**config.mk**
```make
export PLATFORM = sky130hd
export DESIGN_NAME = regwin_bridge
export DESIGN_NICKNAME = d
export VERILOG_FILES = /design/src/rtl/regwin_pkg.sv /design/src/rtl/regwin_csr.sv /design/src/rtl/regwin_engine.sv /design/src/rtl/regwin_bridge.sv
export SDC_FILE = /design/constraint.sdc
export NUM_CORES = 1
export LEC_CHECK = 0
export BUFFER_PORTS_ARGS = -buffer_cell sky130_fd_sc_hd__clkbuf_2
export CORE_ASPECT_RATIO = 1.25
export CORE_UTILIZATION = 40
export DETAILED_ROUTE_END_ITERATION = 8
export GPL_TIMING_DRIVEN = 0
export PLACE_DENSITY_LB_ADDON = 0.05
export SLEW_MARGIN = 20
export SYNTH_ARGS = -nofsm -noshare
export SYNTH_HDL_FRONTEND = slang
export SYNTH_SLANG_ARGS = --single-unit
```
**constraint.sdc**
```tcl
create_clock -name clk -period 2.2 [get_ports clk]
set_clock_uncertainty 0.15 [all_clocks]
set_input_delay 0.44 -clock clk [delete_from_list [all_inputs] [get_ports clk]]
set_output_delay 0.44 -clock clk [all_outputs]
set_load 0.01 [all_outputs]
```
**src/rtl/regwin_pkg.sv**
```systemverilog
package regwin_pkg;
  typedef enum logic [1:0] {
    ENG_IDLE = 2'd0,
    ENG_BUSY = 2'd1,
    ENG_DONE = 2'd2
  } eng_state_t;

  localparam int WORD_CMD   = 0;
  localparam int WORD_ADDR  = 1;
  localparam int WORD_RDATA = 2;
  localparam int WORD_WDATA = 3;
  localparam int NUM_WORDS  = 4;

  localparam int BIT_RD  = 0;
  localparam int BIT_WR  = 1;
  localparam int BIT_ACK = 2;
endpackage

```
**src/rtl/regwin_csr.sv**
```systemverilog
module regwin_csr
  import regwin_pkg::*;
#(
  parameter int DATA_W = 32,
  parameter int WIN_AW = 4
) (
  input  logic              clk,
  input  logic              rst_n,
  input  logic              host_wen,
  input  logic [WIN_AW-1:0] host_addr,
  input  logic [DATA_W-1:0] host_wdata,
  output logic [DATA_W-1:0] host_rdata,
  input  logic [DATA_W-1:0] cmd_word,
  input  logic              cap_en,
  input  logic [DATA_W-1:0] cap_data,
  output logic [DATA_W-1:0] addr_q,
  output logic [DATA_W-1:0] wdata_q,
  output logic              cmd_wr,
  output logic              cmd_zero,
  output logic [1:0]        cmd_req
);
  localparam int IDX_W = WIN_AW - 2;

  logic [IDX_W-1:0]  word_idx;
  logic              aligned;
  logic [DATA_W-1:0] rdata_q;
  logic [DATA_W-1:0] words  [NUM_WORDS];
  logic [DATA_W-1:0] masked [NUM_WORDS];

  assign word_idx = host_addr[WIN_AW-1:2];
  assign aligned  = (host_addr[1:0] == 2'b00);

  assign cmd_wr   = host_wen && aligned && (word_idx == IDX_W'(WORD_CMD));
  assign cmd_zero = (host_wdata == '0);
  assign cmd_req  = host_wdata[1:0];

  always_ff @(posedge clk) begin
    if (!rst_n) begin
      addr_q  <= '0;
      wdata_q <= '0;
      rdata_q <= '0;
    end else begin
      if (host_wen && aligned && (word_idx == IDX_W'(WORD_ADDR)))
        addr_q <= host_wdata;
      if (host_wen && aligned && (word_idx == IDX_W'(WORD_WDATA)))
        wdata_q <= host_wdata;
      if (cap_en)
        rdata_q <= cap_data;
    end
  end

  assign words[WORD_CMD]   = cmd_word;
  assign words[WORD_ADDR]  = addr_q;
  assign words[WORD_RDATA] = rdata_q;
  assign words[WORD_WDATA] = wdata_q;

  for (genvar g = 0; g < NUM_WORDS; g++) begin : g_sel
    assign masked[g] = (aligned && (word_idx == IDX_W'(g))) ? words[g] : '0;
  end

  always_comb begin
    host_rdata = '0;
    for (int i = 0; i < NUM_WORDS; i++)
      host_rdata = host_rdata | masked[i];
  end
endmodule

```
**src/rtl/regwin_engine.sv**
```systemverilog
module regwin_engine
  import regwin_pkg::*;
#(
  parameter int DATA_W = 32,
  parameter int ADDR_W = 32
) (
  input  logic              clk,
  input  logic              rst_n,
  input  logic              cmd_wr,
  input  logic              cmd_zero,
  input  logic [1:0]        cmd_req,
  input  logic [DATA_W-1:0] addr_q,
  input  logic [DATA_W-1:0] wdata_q,
  output logic [DATA_W-1:0] cmd_word,
  output logic              cap_en,
  output logic              req_valid,
  output logic              req_we,
  output logic [ADDR_W-1:0] req_addr,
  output logic [DATA_W-1:0] req_wdata,
  input  logic              rsp_valid
);
  eng_state_t state_q;
  logic       op_rd_q, op_wr_q, ack_q;
  logic       do_clear, start_rd, start_wr;

  assign do_clear = cmd_wr && cmd_zero;
  assign start_rd = cmd_wr && (cmd_req == 2'b01);
  assign start_wr = cmd_wr && (cmd_req == 2'b10);

  always_ff @(posedge clk) begin
    if (!rst_n) begin
      state_q   <= ENG_IDLE;
      op_rd_q   <= 1'b0;
      op_wr_q   <= 1'b0;
      ack_q     <= 1'b0;
      req_addr  <= '0;
      req_wdata <= '0;
    end else if (do_clear) begin
      state_q <= ENG_IDLE;
      op_rd_q <= 1'b0;
      op_wr_q <= 1'b0;
      ack_q   <= 1'b0;
    end else begin
      case (state_q)
        ENG_IDLE: begin
          if (start_rd || start_wr) begin
            state_q   <= ENG_BUSY;
            op_rd_q   <= start_rd;
            op_wr_q   <= start_wr;
            req_addr  <= addr_q[ADDR_W-1:0];
            req_wdata <= wdata_q;
          end
        end
        ENG_BUSY: begin
          if (rsp_valid) begin
            state_q <= ENG_DONE;
            ack_q   <= 1'b1;
          end
        end
        default: ;
      endcase
    end
  end

  assign req_valid = (state_q == ENG_BUSY);
  assign req_we    = op_wr_q;
  assign cap_en    = req_valid && rsp_valid && op_rd_q && !do_clear;

  always_comb begin
    cmd_word          = '0;
    cmd_word[BIT_RD]  = op_rd_q;
    cmd_word[BIT_WR]  = op_wr_q;
    cmd_word[BIT_ACK] = ack_q;
  end
endmodule

```
**src/rtl/regwin_bridge.sv**
```systemverilog
module regwin_bridge
  import regwin_pkg::*;
#(
  parameter int DATA_W = 32,
  parameter int ADDR_W = 32,
  parameter int WIN_AW = 4
) (
  input  logic              clk,
  input  logic              rst_n,
  input  logic              host_wen,
  input  logic [WIN_AW-1:0] host_addr,
  input  logic [DATA_W-1:0] host_wdata,
  output logic [DATA_W-1:0] host_rdata,
  output logic              req_valid,
  output logic              req_we,
  output logic [ADDR_W-1:0] req_addr,
  output logic [DATA_W-1:0] req_wdata,
  input  logic              rsp_valid,
  input  logic [DATA_W-1:0] rsp_rdata
);
  logic [DATA_W-1:0] cmd_word;
  logic [DATA_W-1:0] addr_q, wdata_q;
  logic              cap_en, cmd_wr, cmd_zero;
  logic [1:0]        cmd_req;

  regwin_csr #(.DATA_W(DATA_W), .WIN_AW(WIN_AW)) csr_i (
    .clk(clk), .rst_n(rst_n),
    .host_wen(host_wen), .host_addr(host_addr), .host_wdata(host_wdata),
    .host_rdata(host_rdata), .cmd_word(cmd_word),
    .cap_en(cap_en), .cap_data(rsp_rdata),
    .addr_q(addr_q), .wdata_q(wdata_q),
    .cmd_wr(cmd_wr), .cmd_zero(cmd_zero), .cmd_req(cmd_req)
  );

  regwin_engine #(.DATA_W(DATA_W), .ADDR_W(ADDR_W)) eng_i (
    .clk(clk), .rst_n(rst_n),
    .cmd_wr(cmd_wr), .cmd_zero(cmd_zero), .cmd_req(cmd_req),
    .addr_q(addr_q), .wdata_q(wdata_q),
    .cmd_word(cmd_word), .cap_en(cap_en),
    .req_valid(req_valid), .req_we(req_we),
    .req_addr(req_addr), .req_wdata(req_wdata),
    .rsp_valid(rsp_valid)
  );
endmodule

```
# After elaboration in Yosys (flattened, before gate mapping)

Cells that the tools add are included.
Widths: inputs -> output; s select.

Flip-flop bits (word level): 165
Input port bits: 72
Word-level logic and storage cells: 55

Equal/unequal tests: 8
Multiplexer cells: 7
Bitwise gates (word level): 5
Reduce and logical (&&, ||, !) cells: 26

Operator list:

| cell               | count |
|---|---|
| $mux 32            | 3 |
| $or 32x32->32      | 3 |
| $logic_not 32->1   | 1 |
| $logic_and 1x1->1  | 14 |
| $eq 2x1->1 const B | 3 |
| $eq 2x2->1 const B | 3 |
| $logic_not 2->1    | 3 |
| $reduce_and 3->1   | 2 |
| $mux 2             | 2 |
| $pmux 2 s2         | 1 |
| $reduce_and 2->1   | 2 |
| $mux 3             | 1 |
| $ne 2x1->1 const B | 1 |
| $ne 2x2->1 const B | 1 |
| $not 1->1          | 2 |
| $reduce_bool 2->1  | 1 |
| $reduce_or 2->1    | 1 |
| $logic_not 1->1    | 1 |
| $logic_or 1x1->1   | 1 |

# Longest topological paths before layout

Gate-level depths: netlist of run 1.

Depth in word-level cells: 7
Gate-level depth with buffers: 7
Depth with buffers taken out: 4

# By module

A second synthesis of run 1 with hierarchy kept.

Cells, all modules: 812
Area, all modules: 7518.5 um2

By module, submodules not included:

| module        | times used | cells an instance | area an instance (um2) | sequential area each (um2) |
|---|---|---|---|---|
| regwin_csr    | 1          | 473               | 4433.0                 | 1921.8 |
| regwin_engine | 1          | 339               | 3085.5                 | 1381.3 |

# Worst setup path after synthesis of run 1

No wires, ideal clock.

Path kind: input to output
From: input host_addr[3]
To: output host_rdata[21]
Data arrival time: 1.604 ns
Data required time: 1.610 ns
Setup slack: 0.006 ns
Stages on the path: 7
Path buffers: 3
Cells stage by stage: buf_2 -> inv_1 -> nor2_1 -> buf_2 -> buf_1 -> a22oi_1 -> nor2_1

Word-level cells in the longest chain between the ends: 6
Elaborated cells on any way between the ends: 12
Classes of those cells: 3 x eq/ne; 3 x mux; 3 x bitwise; 3 x reduce/logical

RTL lines:

| item                       | RTL line            | RTL |
|---|---|---|
| start: declaration         | regwin_bridge.sv:11 | `input logic [WIN_AW-1:0] host_addr,` |
| $eq 2x1->1                 | regwin_csr.sv:58    | `assign masked[g] = (aligned && (word_idx == IDX_W'(g))) ? words[g] : '0;` |
| $logic_and 1x1->1          | regwin_csr.sv:58    |  |
| $mux 32                    | regwin_csr.sv:58    |  |
| $or 32x32->32 (2 in a row) | regwin_csr.sv:64    | `host_rdata = host_rdata \| masked[i];` |
| $or 32x32->32 (*)          | regwin_csr.sv:64    |  |
| end: declaration           | regwin_bridge.sv:13 | `output logic [DATA_W-1:0] host_rdata,` |

Mark *: on every way between the ends. The rest lies on a longest branch, timed or not.

# Worst setup path after layout of run 1

From: input host_addr[3]
To: output host_rdata[11]

Same word-level chain as after synthesis.

==> results of run 1 <==
## sequential cells by signal, summed over array words and instances (netlist names)
| name | count |
|---|---|
| csr_i.addr_q | 32 |
| csr_i.rdata_q | 32 |
| csr_i.wdata_q | 32 |
| eng_i.req_addr | 32 |
| eng_i.req_wdata | 32 |
| eng_i.state_q | 2 |
| eng_i.ack_q | 1 |
| eng_i.op_rd_q | 1 |
| eng_i.req_we | 1 |
## worst paths after layout
| kind | start | endpoint | slack [ps] | cells after the start |
|---|---|---|---|---|
| min reg2reg | eng_i.req_wdata[15]$_SDFFE_PN0P_ | eng_i.req_wdata[15]$_SDFFE_PN0P_ | 300 | 2 |
| max | host_addr[3] | host_rdata[11] | 50 | 6 |
| max reg2reg | eng_i.state_q[1]$_SDFFE_PP0P_ | csr_i.rdata_q[8]$_SDFFE_PN0P_ | 220 | 6 |
| min | host_wdata[7] | csr_i.wdata_q[7]$_SDFFE_PN0P_ | 110 | 3 |
## cell usage after synthesis
cell / instances
nand2_1: 258
dfxtp_1: 165
a21boi_1: 124
clkbuf_1: 37
inv_1: 36
nor2_1: 35
nand3_1: 34
o22ai_2: 30
a22oi_1: 29
mux2_2: 29
buf_2: 19
buf_6: 9
nor4_1: 7
a21oi_1: 5
a21boi_0: 4
buf_1: 4
buf_4: 4
nor2b_1: 4
mux4_2: 3
nand4_1: 3
nor3_2: 3
o21ai_0: 3
mux2i_1: 2
o22ai_1: 2
or3_1: 2
and4_1: 1
and4b_1: 1
nand2b_1: 1
nor4_2: 1
nor4_4: 1
o31a_1: 1
o31ai_1: 1
or2_1: 1
xor2_1: 1
## stage by stage
| stage | std cells | area, µm² | util | hold slack, ps | TNS (ps) |
|---|---|---|---|---|---|
| finish | 1286 | 9120 | 0.506 | 110 | 0 |
| detailed placement | 1252 | 8440 | 0.468 | 296 | -23800 |
| global placement | 1252 | 8440 | 0.468 | 292 | -24040 |
| global route | 1286 | 9120 | 0.506 | 103 | 0 |
| floorplan | 860 | 7330 | - | 282 | 0 |
| CTS | 1284 | 9100 | 0.505 | 99.9 | 0 |
## power by group through the flow
stage | combinational [µW] | clock (µW) | sequential (µW)
final | 378 | 3020 | 3020
after global routing | 409 | 3190 | 3020
after CTS | 378 | 3070 | 3020
after detailed placement | 365 | 0 | 3090
after global placement | 366 | 0 | 3090
after floorplan | 196 | 0 | 3080
## layout make-up
| class | instances | area [µm²] |
|---|---|---|
| clock buffers | 21 | 470 |
| flip-flops and latches | 165 | 3300 |
| plain buffers | 73 | 435 |
| inverters | 36 | 135 |
| repair buffers | 166 | 836 |
| multi-input cells | 586 | 3530 |
| clock inverters | 11 | 125 |
| fillers | 1827 | 8910 |
| well taps | 228 | 285 |
## layer usage
| layer | GRT usage | vias to the layer above |
|---|---|---|
| met4 | 0.0683 | 2 |
| met2 | 0.406 | 165 |
| li1 | - | 3250 |
| met5 | 0 | - |
| met3 | 0.0549 | 19 |
| met1 | 0.297 | 3032 |
## timing repair
action / 4_1_cts / 5_1_grt
resized for setup: 26 / 8
buffers inserted: 0 / 2
endpoints found under the setup margin: 30 / 20
gates cloned: 0 / 0
## worst register-to-register path: cells and delay by family, from the launching register on
kind,cells,cell delay (ps)
buffers and inverters,2,530
AOI/OAI and AO/OA,2,440
and+or+nand+nor,2,400
DFF,1,340
## logic make-up (layout without fill, tap and decap cells)
kind of cell,after synthesis,count (layout),synth area share
flops,165,165,0.451
compound gates,199,199,0.221
xor+xnor,1,1,0.00120
buf+inv,109,307,0.0703
simple gates,352,352,0.200
mux,34,34,0.0565
==> results.json, run 1 <==
{
  "status": "finished clean",
  "avgSynthCellArea_um2": 8.52,
  "critical-path-top-delay-family": "buffers and inverters",
  "combinationalPowerShare": 0.059,
  "setup_viol": 0,
  "grt_max_degree": 17,
  "p_int_uw": 4920,
  "cts_tree": "done",
  "drt-met1-wl_mm": 9.68,
  "p_seq_frac": 0.470,
  "cp.required_ps": 1610,
  "synth_area_um2": 7330,
  "grt_antenna_before_repair": 1,
  "post_drt_wl_per_cell_um": 17.1,
  "arrival_ps": 1560,
  "grt_usage": 0.238,
  "worstHoldPathType": "input port to flip-flop",
  "final_layout_size_suffix_gt1_frac": 0.294,
  "dieHeight_um": 153,
  "p_sw_frac": 0.233,
  "grt_overflow": 0,
  "coreArea_um2": 18000,
  "worstPathMaxFanout": 10,
  "min_period_ps": 2150,
  "layout_common_cells": "258 x nand2_1, 167 x clkbuf_2, 165 x dfxtp_1",
  "power_uw": 6420,
  "vdd_drop_max_mv": 0.528,
  "wl_mm": 21.9,
  "layout.nets": 1117,
  "highest_layer": "met5",
  "tightest_slew_ps": 722,
  "numCtsBuffers": 17,
  "netSwitchingPower_uw": 1500,
  "hpwlAfterDp_mm": 16.5,
  "cts.sinks": 165,
  "drc": 0,
  "via_per_inst": 5.03,
  "maxCapViolCount": 0,
  "grt_pass1_wl_mm": 33.5,
  "clockBufferDepth": 2,
  "leakage_uw": 0.00346,
  "pre_cts_ws_ps": -512,
  "crit_path_start_kind": "input port",
  "final_hold_viol_count": 0,
  "hold_buffers": 0,
  "htree_levels": 4,
  "via_count": 6468,
  "start_util": 0.407,
  "setup_ws_ps": 54.5,
  "ys_ff_latch": 165,
  "yosysWarnings": 0,
  "ioPinCount": 170,
  "root_buffer": "clkbuf_16",
  "slowest_stage": "mux2_2",
  "rsz0062_at_grt": "no",
  "first_pass_iters": 7,
  "worst-setup-path-type": "input port to output pin",
  "place_congestion": 0.841,
  "cp-end-kind": "output pin",
  "route.met3.wl_mm": 1.13,
  "slew_headroom": 0.514,
  "first_global_vias": 6079,
  "max_stage_delay_ps": 360,
  "drtIter0Drc": 371,
  "die-area_um2": 18900,
  "row_count": 55,
  "synth_area_leaders": "dfxtp_1 45%, nand2_1 13%, a21boi_1 13%, o22ai_2 5.1%, mux2_2 4.5%",
  "clk_pin_slew_ps": 70,
  "ant_nets": 0,
  "numPortBuffers": 164,
  "clk_latency_ps": 430,
  "crit_chain": "buf_6, buf_6, mux2_2, a22oi_1, nor2_2, clkbuf_2",
  "num_antenna_cells": 0,
  "maxSlewViolCount": 0,
  "synthDistinctLibCells": 34,
  "die_w_um": 123,
  "synth_top_cell_by_area": "dfxtp_1",
  "layout_commonest_cell": "nand2_1",
  "powerDensity_nw_per_um2": 704,
  "wl_met2_mm": 10.8,
  "synth_nets": 932,
  "cp_common_cell": "buf_6",
  "synth_cells": 860,
  "power_frac_clock": 0.471,
  "yosysSeqAreaShare": 0.451,
  "yosys.area.top_type_share": 0.451,
  "areaGrowthSynthToFinish_pct": 24.4,
  "worst-path-buf-inv": 3,
  "fmax_mhz": 466,
  "period_share": 0.975
}
(Power assumes the default switching activity.)
==> run 2, diff against run 1 <==
- CORE_UTILIZATION: 40 -> 54
- SLEW_MARGIN: 20 -> 10
==> run 2 against run 1 <==
Register-to-register slack got worse by 30 ps. Worst hold slack improved by 5.9 ps. Count of clock-buffer cells in the layout fell by 1. Final area fell by 0.70%. Power rose by 1.7%. Via count rose by 1.6%. Sequential share of layout area rose by 0.26 points. Die area fell by 26%. Clock power rose by 4%. Critical path type unchanged. Largest power group is now clock. Highest routed layer is now met4.
==> results.json, run 2 (synthesis gave the netlist of run 1 again) <==
{
  "use_met1": 0.350,
  "place_inst": 1195,
  "coreArea_um2": 13200,
  "tightest_slew_ps": 716,
  "maxSlewViolCount": 0,
  "hpwlAfterDp_mm": 15.3,
  "use_met2": 0.486,
  "grt_overflow": 0,
  "netSwitchingPower_uw": 1500,
  "max_stage_delay_ps": 170,
  "post_cts_buffers": 0,
  "combinationalPowerShare": 0.056,
  "wl_mm": 20.3,
  "grt_antenna_before_repair": 0,
  "cp_common_cell": "buf_6",
  "first_global_vias": 6166,
  "finalNonFillerCells": 1227,
  "grt_usage": 0.289,
  "period_share": 0.986,
  "start_util": 0.554,
  "clk_latency_ps": 420,
  "root_buffer": "clkbuf_16",
  "crit_path_start_kind": "input port",
  "numPortBuffers": 164,
  "drtIter0Drc": 339,
  "ioPinCount": 170,
  "maxCapViolCount": 0,
  "layout.nets": 1115,
  "worst-path-buf-inv": 5,
  "status": "finished clean",
  "drc": 0,
  "worstHoldPathType": "input port to flip-flop",
  "fmax_mhz": 461,
  "met3_usage": 0.0509,
  "busiest_layer": "met2",
  "setup_viol": 0,
  "p_int_uw": 5030,
  "post_drt_wl_per_cell_um": 16.6,
  "cts.sinks": 165,
  "layout_commonest_cell": "nand2_1",
  "clk_pin_slew_ps": 60,
  "final_layout_size_suffix_gt1_frac": 0.288,
  "r2r_start": "eng_i.state_q[1]$_SDFFE_PP0P_",
  "power_uw": 6520,
  "areaGrowthSynthToFinish_pct": 23.5,
  "pre_cts_ws_ps": -494,
  "crit_start": "host_addr[3]",
  "grt_max_degree": 17,
  "slew_headroom": 0.518,
  "worstPathMaxFanout": 10,
  "final_hold_viol_count": 0,
  "crit_chain": "buf_6, inv_1, nor2_4, buf_6, buf_6, a22oi_1, nor2_1, clkbuf_2",
  "die-area_um2": 14000,
  "worst-setup-path-type": "input port to output pin",
  "p_sw_frac": 0.230,
  "critical-path-top-delay-family": "buffers and inverters",
  "via_count": 6569,
  "die_w_um": 106,
  "slowest_stage": "clkbuf_2",
  "htree_levels": 4,
  "worstHoldStart": "host_wdata[5]",
  "power_frac_clock": 0.481,
  "setup_ws_ps": 31.0,
  "place_area_um2": 8360,
  "arrival_ps": 1580,
  "row_count": 47,
  "cp.required_ps": 1610,
  "via_per_inst": 5.35,
  "first_pass_iters": 5,
  "ant_nets": 0,
  "numCtsBuffers": 17,
  "min_period_ps": 2170,
  "p_seq_frac": 0.463,
  "cts_tree": "done",
  "dieHeight_um": 132,
  "finish.instance_area_um2": 9050,
  "clockBufferDepth": 2,
  "layout_common_cells": "258 x nand2_1, 168 x clkbuf_2, 165 x dfxtp_1",
  "powerDensity_nw_per_um2": 721,
  "grt_pass1_wl_mm": 31.4,
  "vdd_drop_max_mv": 0.493,
  "num_antenna_cells": 0,
  "place_congestion": 0.866,
  "cp-end-kind": "output pin",
  "leakage_uw": 0.00347
}
-- run 2: changes by cell type in the layout (fill, tap and decap cells not counted), sizes merged --
cell | previous run | this run
buf | 40 | 36
inv | 37 | 41
clkinv | 6 | 3
bufinv | 2 | 3
clkbuf | 220 | 221
clkinvlp | 2 | 1
-- run 2: worst register-to-register path, cell delays in order (launching register included) --
cell and delay [ps]:
dfxtp_1 340, and4b_1 240, clkbuf_1 320, nand2b_1 160, o31a_1 380, buf_6 230
o22ai_2 90
-- run 2: cell type report --
| type | instances | area, µm² |
|---|---|---|
| clock inverter | 12 | 166 |
| clock buffer | 20 | 457 |
| fill | 1177 | 4180 |
| timing repair buffer | 164 | 821 |
| tap | 171 | 214 |
| sequential | 165 | 3300 |
| inverter | 36 | 135 |
| buffer | 73 | 438 |
| multi-input combinational | 586 | 3520 |
-- run 2: what timing repair did --
action                                  in CTS  in global routing
hold buffers                                 0                  0
gates resized for setup                     19                 11
endpoints found under the setup margin      30                 13
-- run 2: layer usage --
metal	up-vias	routed length, µm
li1	3246	-
met1	3065	8560
met2	199	9940
met3	59	931
met4	0	893
met5	-	0
-- run 2: through the flow --
stage / hold WS (ps) / utilization / TNS (ps)
detailed placement: 295 / 0.632 / -19620
CTS: 106 / 0.683 / 0
finish: 115 / 0.684 / 0
global placement: 292 / 0.632 / -19390
floorplan: 282 / - / 0
global route: 113 / 0.684 / -0.502
-- run 2: path summary, 6_finish.rpt --
check                                                        to  slack, ps  cells past startpoint
worst max-delay path                             host_rdata[30]         30                      8
worst min-delay path              csr_i.wdata_q[5]$_SDFFE_PN0P_        120                      3
worst max register to register    csr_i.rdata_q[2]$_SDFFE_PN0P_        190                      6
worst min register to register  eng_i.req_addr[19]$_SDFFE_PN0P_        300                      2
-- run 2: power by group through the flow --
stage	clock, µW	combinational [µW]	sequential, µW
after detailed placement	0	349	3090
after CTS	3160	361	3020
after global placement	0	348	3080
final	3140	367	3020
after floorplan	0	196	3080
after global routing	3290	392	3020
==> run 3, diff against run 2 <==
- ABC_AREA: default -> 1
- CORE_UTILIZATION: 54 -> 53
- CTS_CLUSTER_SIZE: default -> 8
==> run 3 against run 2 <==
Cell count up 10%. Worst hold slack improved by 18 ps. Sequential cell count stayed put. Die area fell by 5.2%. Sequential power is essentially flat. Combinational power grew 1%. Clock power shrank 3%. Power fell by 0.83%.
==> results.json, run 3 <==
{
  "synth_cells": 979,
  "ys_ff_latch": 165,
  "crit_chain": "buf_6, nor2_4, inv_2, nor3_4, buf_8, buf_8, nand2_1, nand3_1, buf_2",
  "dieHeight_um": 129,
  "yosys.area.top_type_share": 0.485,
  "layout_common_cells": "272 x nor2_1, 165 x dfxtp_1, 161 x nand2_1",
  "hold_buffers": 0,
  "clk_latency_ps": 430,
  "worstHoldPathType": "input port to flip-flop",
  "vdd_drop_max_mv": 0.486,
  "synth_area_um2": 6810,
  "cts.sinks": 165,
  "fmax_mhz": 456,
  "grt_pass1_wl_mm": 31.3,
  "hpwlAfterDp_mm": 14.4,
  "power_uw": 6470,
  "numPortBuffers": 168,
  "post_drt_wl_per_cell_um": 15.4,
  "slew_headroom": 0.507,
  "final_hold_viol_count": 0,
  "grt_antenna_before_repair": 0,
  "cp-end-kind": "output pin",
  "powerDensity_nw_per_um2": 721,
  "synth_edf_count": 0,
  "rsz0062_at_grt": "yes",
  "ioPinCount": 170,
  "yosysWarnings": 0,
  "wl_mm": 20.9,
  "leakage_uw": 0.00449,
  "grt_max_degree": 17,
  "setup_viol": 0,
  "min_period_ps": 2200,
  "die-area_um2": 13300,
  "first_pass_iters": 5,
  "synth.most_common_cell": "nor2_1",
  "wl_met2_mm": 10.1,
  "layout.nets": 1248,
  "highest_layer": "met4",
  "maxCapViolCount": 0,
  "crit_path_start_kind": "input port",
  "synthTopCellsByCount": "272 x nor2_1, 181 x nand2_1, 165 x dfxtp_1",
  "avgSynthCellArea_um2": 6.96,
  "grt_overflow": 0,
  "htree_levels": 4,
  "hold_path_depth": 3,
  "worst-setup-path-type": "input port to output pin",
  "ff2ff_path_depth": 9,
  "async_flop_share": 0,
  "grt_usage": 0.313,
  "period_share": 0.998,
  "cp.required_ps": 1610,
  "slowest_stage": "nor3_4",
  "yosysSeqAreaShare": 0.485,
  "numCtsBuffers": 17,
  "worstHoldStart": "host_wdata[9]",
  "start_util": 0.552,
  "layout_commonest_cell": "nor2_1",
  "via_count": 7153,
  "cts_tree": "done",
  "cp_common_cell": "buf_8",
  "root_buffer": "clkbuf_16",
  "row_count": 45,
  "hold_end": "csr_i.addr_q[9]$_SDFFE_PN0P_",
  "num_antenna_cells": 0,
  "worstPathMaxFanout": 8,
  "drtIter0Drc": 458,
  "r2r-end": "csr_i.rdata_q[20]$_SDFFE_PN0P_",
  "synthDistinctLibCells": 17,
  "synth_area_leaders": "dfxtp_1 48%, nor2_1 15%, nand2_1 10%, nand3_1 7.2%, o21ai_0 5.3%",
  "die_w_um": 103,
  "tightest_slew_ps": 740,
  "clockBufferDepth": 2,
  "first_global_vias": 6411,
  "ant_nets": 0,
  "final_layout_size_suffix_gt1_frac": 0.250,
  "whs_ps": 133,
  "maxSlewViolCount": 0,
  "fin_setup_tns_ps": 0,
  "coreArea_um2": 12300,
  "status": "finished clean",
  "via_per_inst": 5.29,
  "areaGrowthSynthToFinish_pct": 31.8,
  "synth_top_cell_by_area": "dfxtp_1",
  "clk_pin_slew_ps": 70,
  "max_stage_delay_ps": 210,
  "drt-met1-wl_mm": 8.36,
  "place_congestion": 0.916,
  "drc": 0,
  "r2r_slack_ps": 380,
  "arrival_ps": 1610,
  "synth_nets": 1051,
  "route.met3.wl_mm": 1.77,
  "r2r_start": "eng_i.state_q[1]$_SDFFE_PP0P_",
  "synth-main-ff-cell": "dfxtp_1"
}
run 3: cell count changes after synthesis, sizes merged, moves of 3 or more:
cell,change
nor2b,-4
buf,-6
nand2,-75
a22oi,-29
o21ai,+93
nor2,+239
a21oi,+36
o22ai,-32
inv,+14
nand3,+64
mux2,-29
a21boi,-128
mux4,-3
nor4,-9
run 3: worst max path at each step:
stage                 startpoint        endpoint  slack, ps  cells past startpoint
floorplan           host_addr[1]   host_rdata[2]        300                      7
finish              host_addr[0]  host_rdata[23]          5                      9
detailed placement  host_addr[1]   host_rdata[9]       -240                      8
CTS                 host_addr[1]  host_rdata[24]         20                      9
global placement    host_addr[1]  host_rdata[10]       -260                      8
global route        host_addr[0]  host_rdata[23]        -60                      9
run 3: what timing repair did:
action | in CTS | in global routing
resized for setup | 18 | 113
buffers inserted | 1 | 6
pin swaps | 0 | 2
setup endpoints to repair | 32 | 32
gates cloned | 0 | 3
run 3: cells by family (layout without fill, tap and decap cells):
| group | Yosys count | count (layout) | share of synthesized area |
|---|---|---|---|
| AND/OR/NAND/NOR | 562 | 562 | 0.334 |
| flip-flops | 165 | 165 | 0.485 |
| AO/OA/AOI/OAI | 137 | 137 | 0.101 |
| buffers and inverters | 115 | 325 | 0.0808 |
run 3: layout make-up:
| class | count | area (µm²) |
|---|---|---|
| Clock buffer | 25 | 485 |
| Timing Repair Buffer | 178 | 1090 |
| Sequential cell | 165 | 3300 |
| Tap cell | 164 | 205 |
| Inverter | 50 | 188 |
| Clock inverter | 7 | 120 |
| Multi-Input combinational cell | 699 | 3140 |
| Buffer | 65 | 435 |
| Fill cell | 1063 | 3360 |
run 3: routing by layer:
metal | global-route usage | vias to the layer above
met3 | 0.0614 | 56
met4 | 0.122 | 0
met5 | 0 | -
met1 | 0.391 | 3257
li1 | - | 3502
met2 | 0.526 | 338
run 3: where the power goes:
group          switching [µW]  internal, µW  leakage (µW)
combinational             232           140       0.00288
sequential               27.2          3030       0.00133
clock                    1170          1880      0.000280
total                    1430          5040       0.00449
run 3: critical path, delay by kind of cell:
family | cells | cell delay [ps]
and+or+nand+nor | 4 | 540
buffers and inverters | 5 | 630
run 3: through the flow:
step | setup slack, ps | cell area, µm² | utilization | instances
global route | -62.6 | 8970 | 0.728 | 1353
detailed placement | -242 | 7860 | 0.637 | 1311
floorplan | 295 | 6810 | - | 979
CTS | 22.0 | 8510 | 0.690 | 1344
global placement | -261 | 7860 | 0.637 | 1311
finish | 4.87 | 8970 | 0.728 | 1353
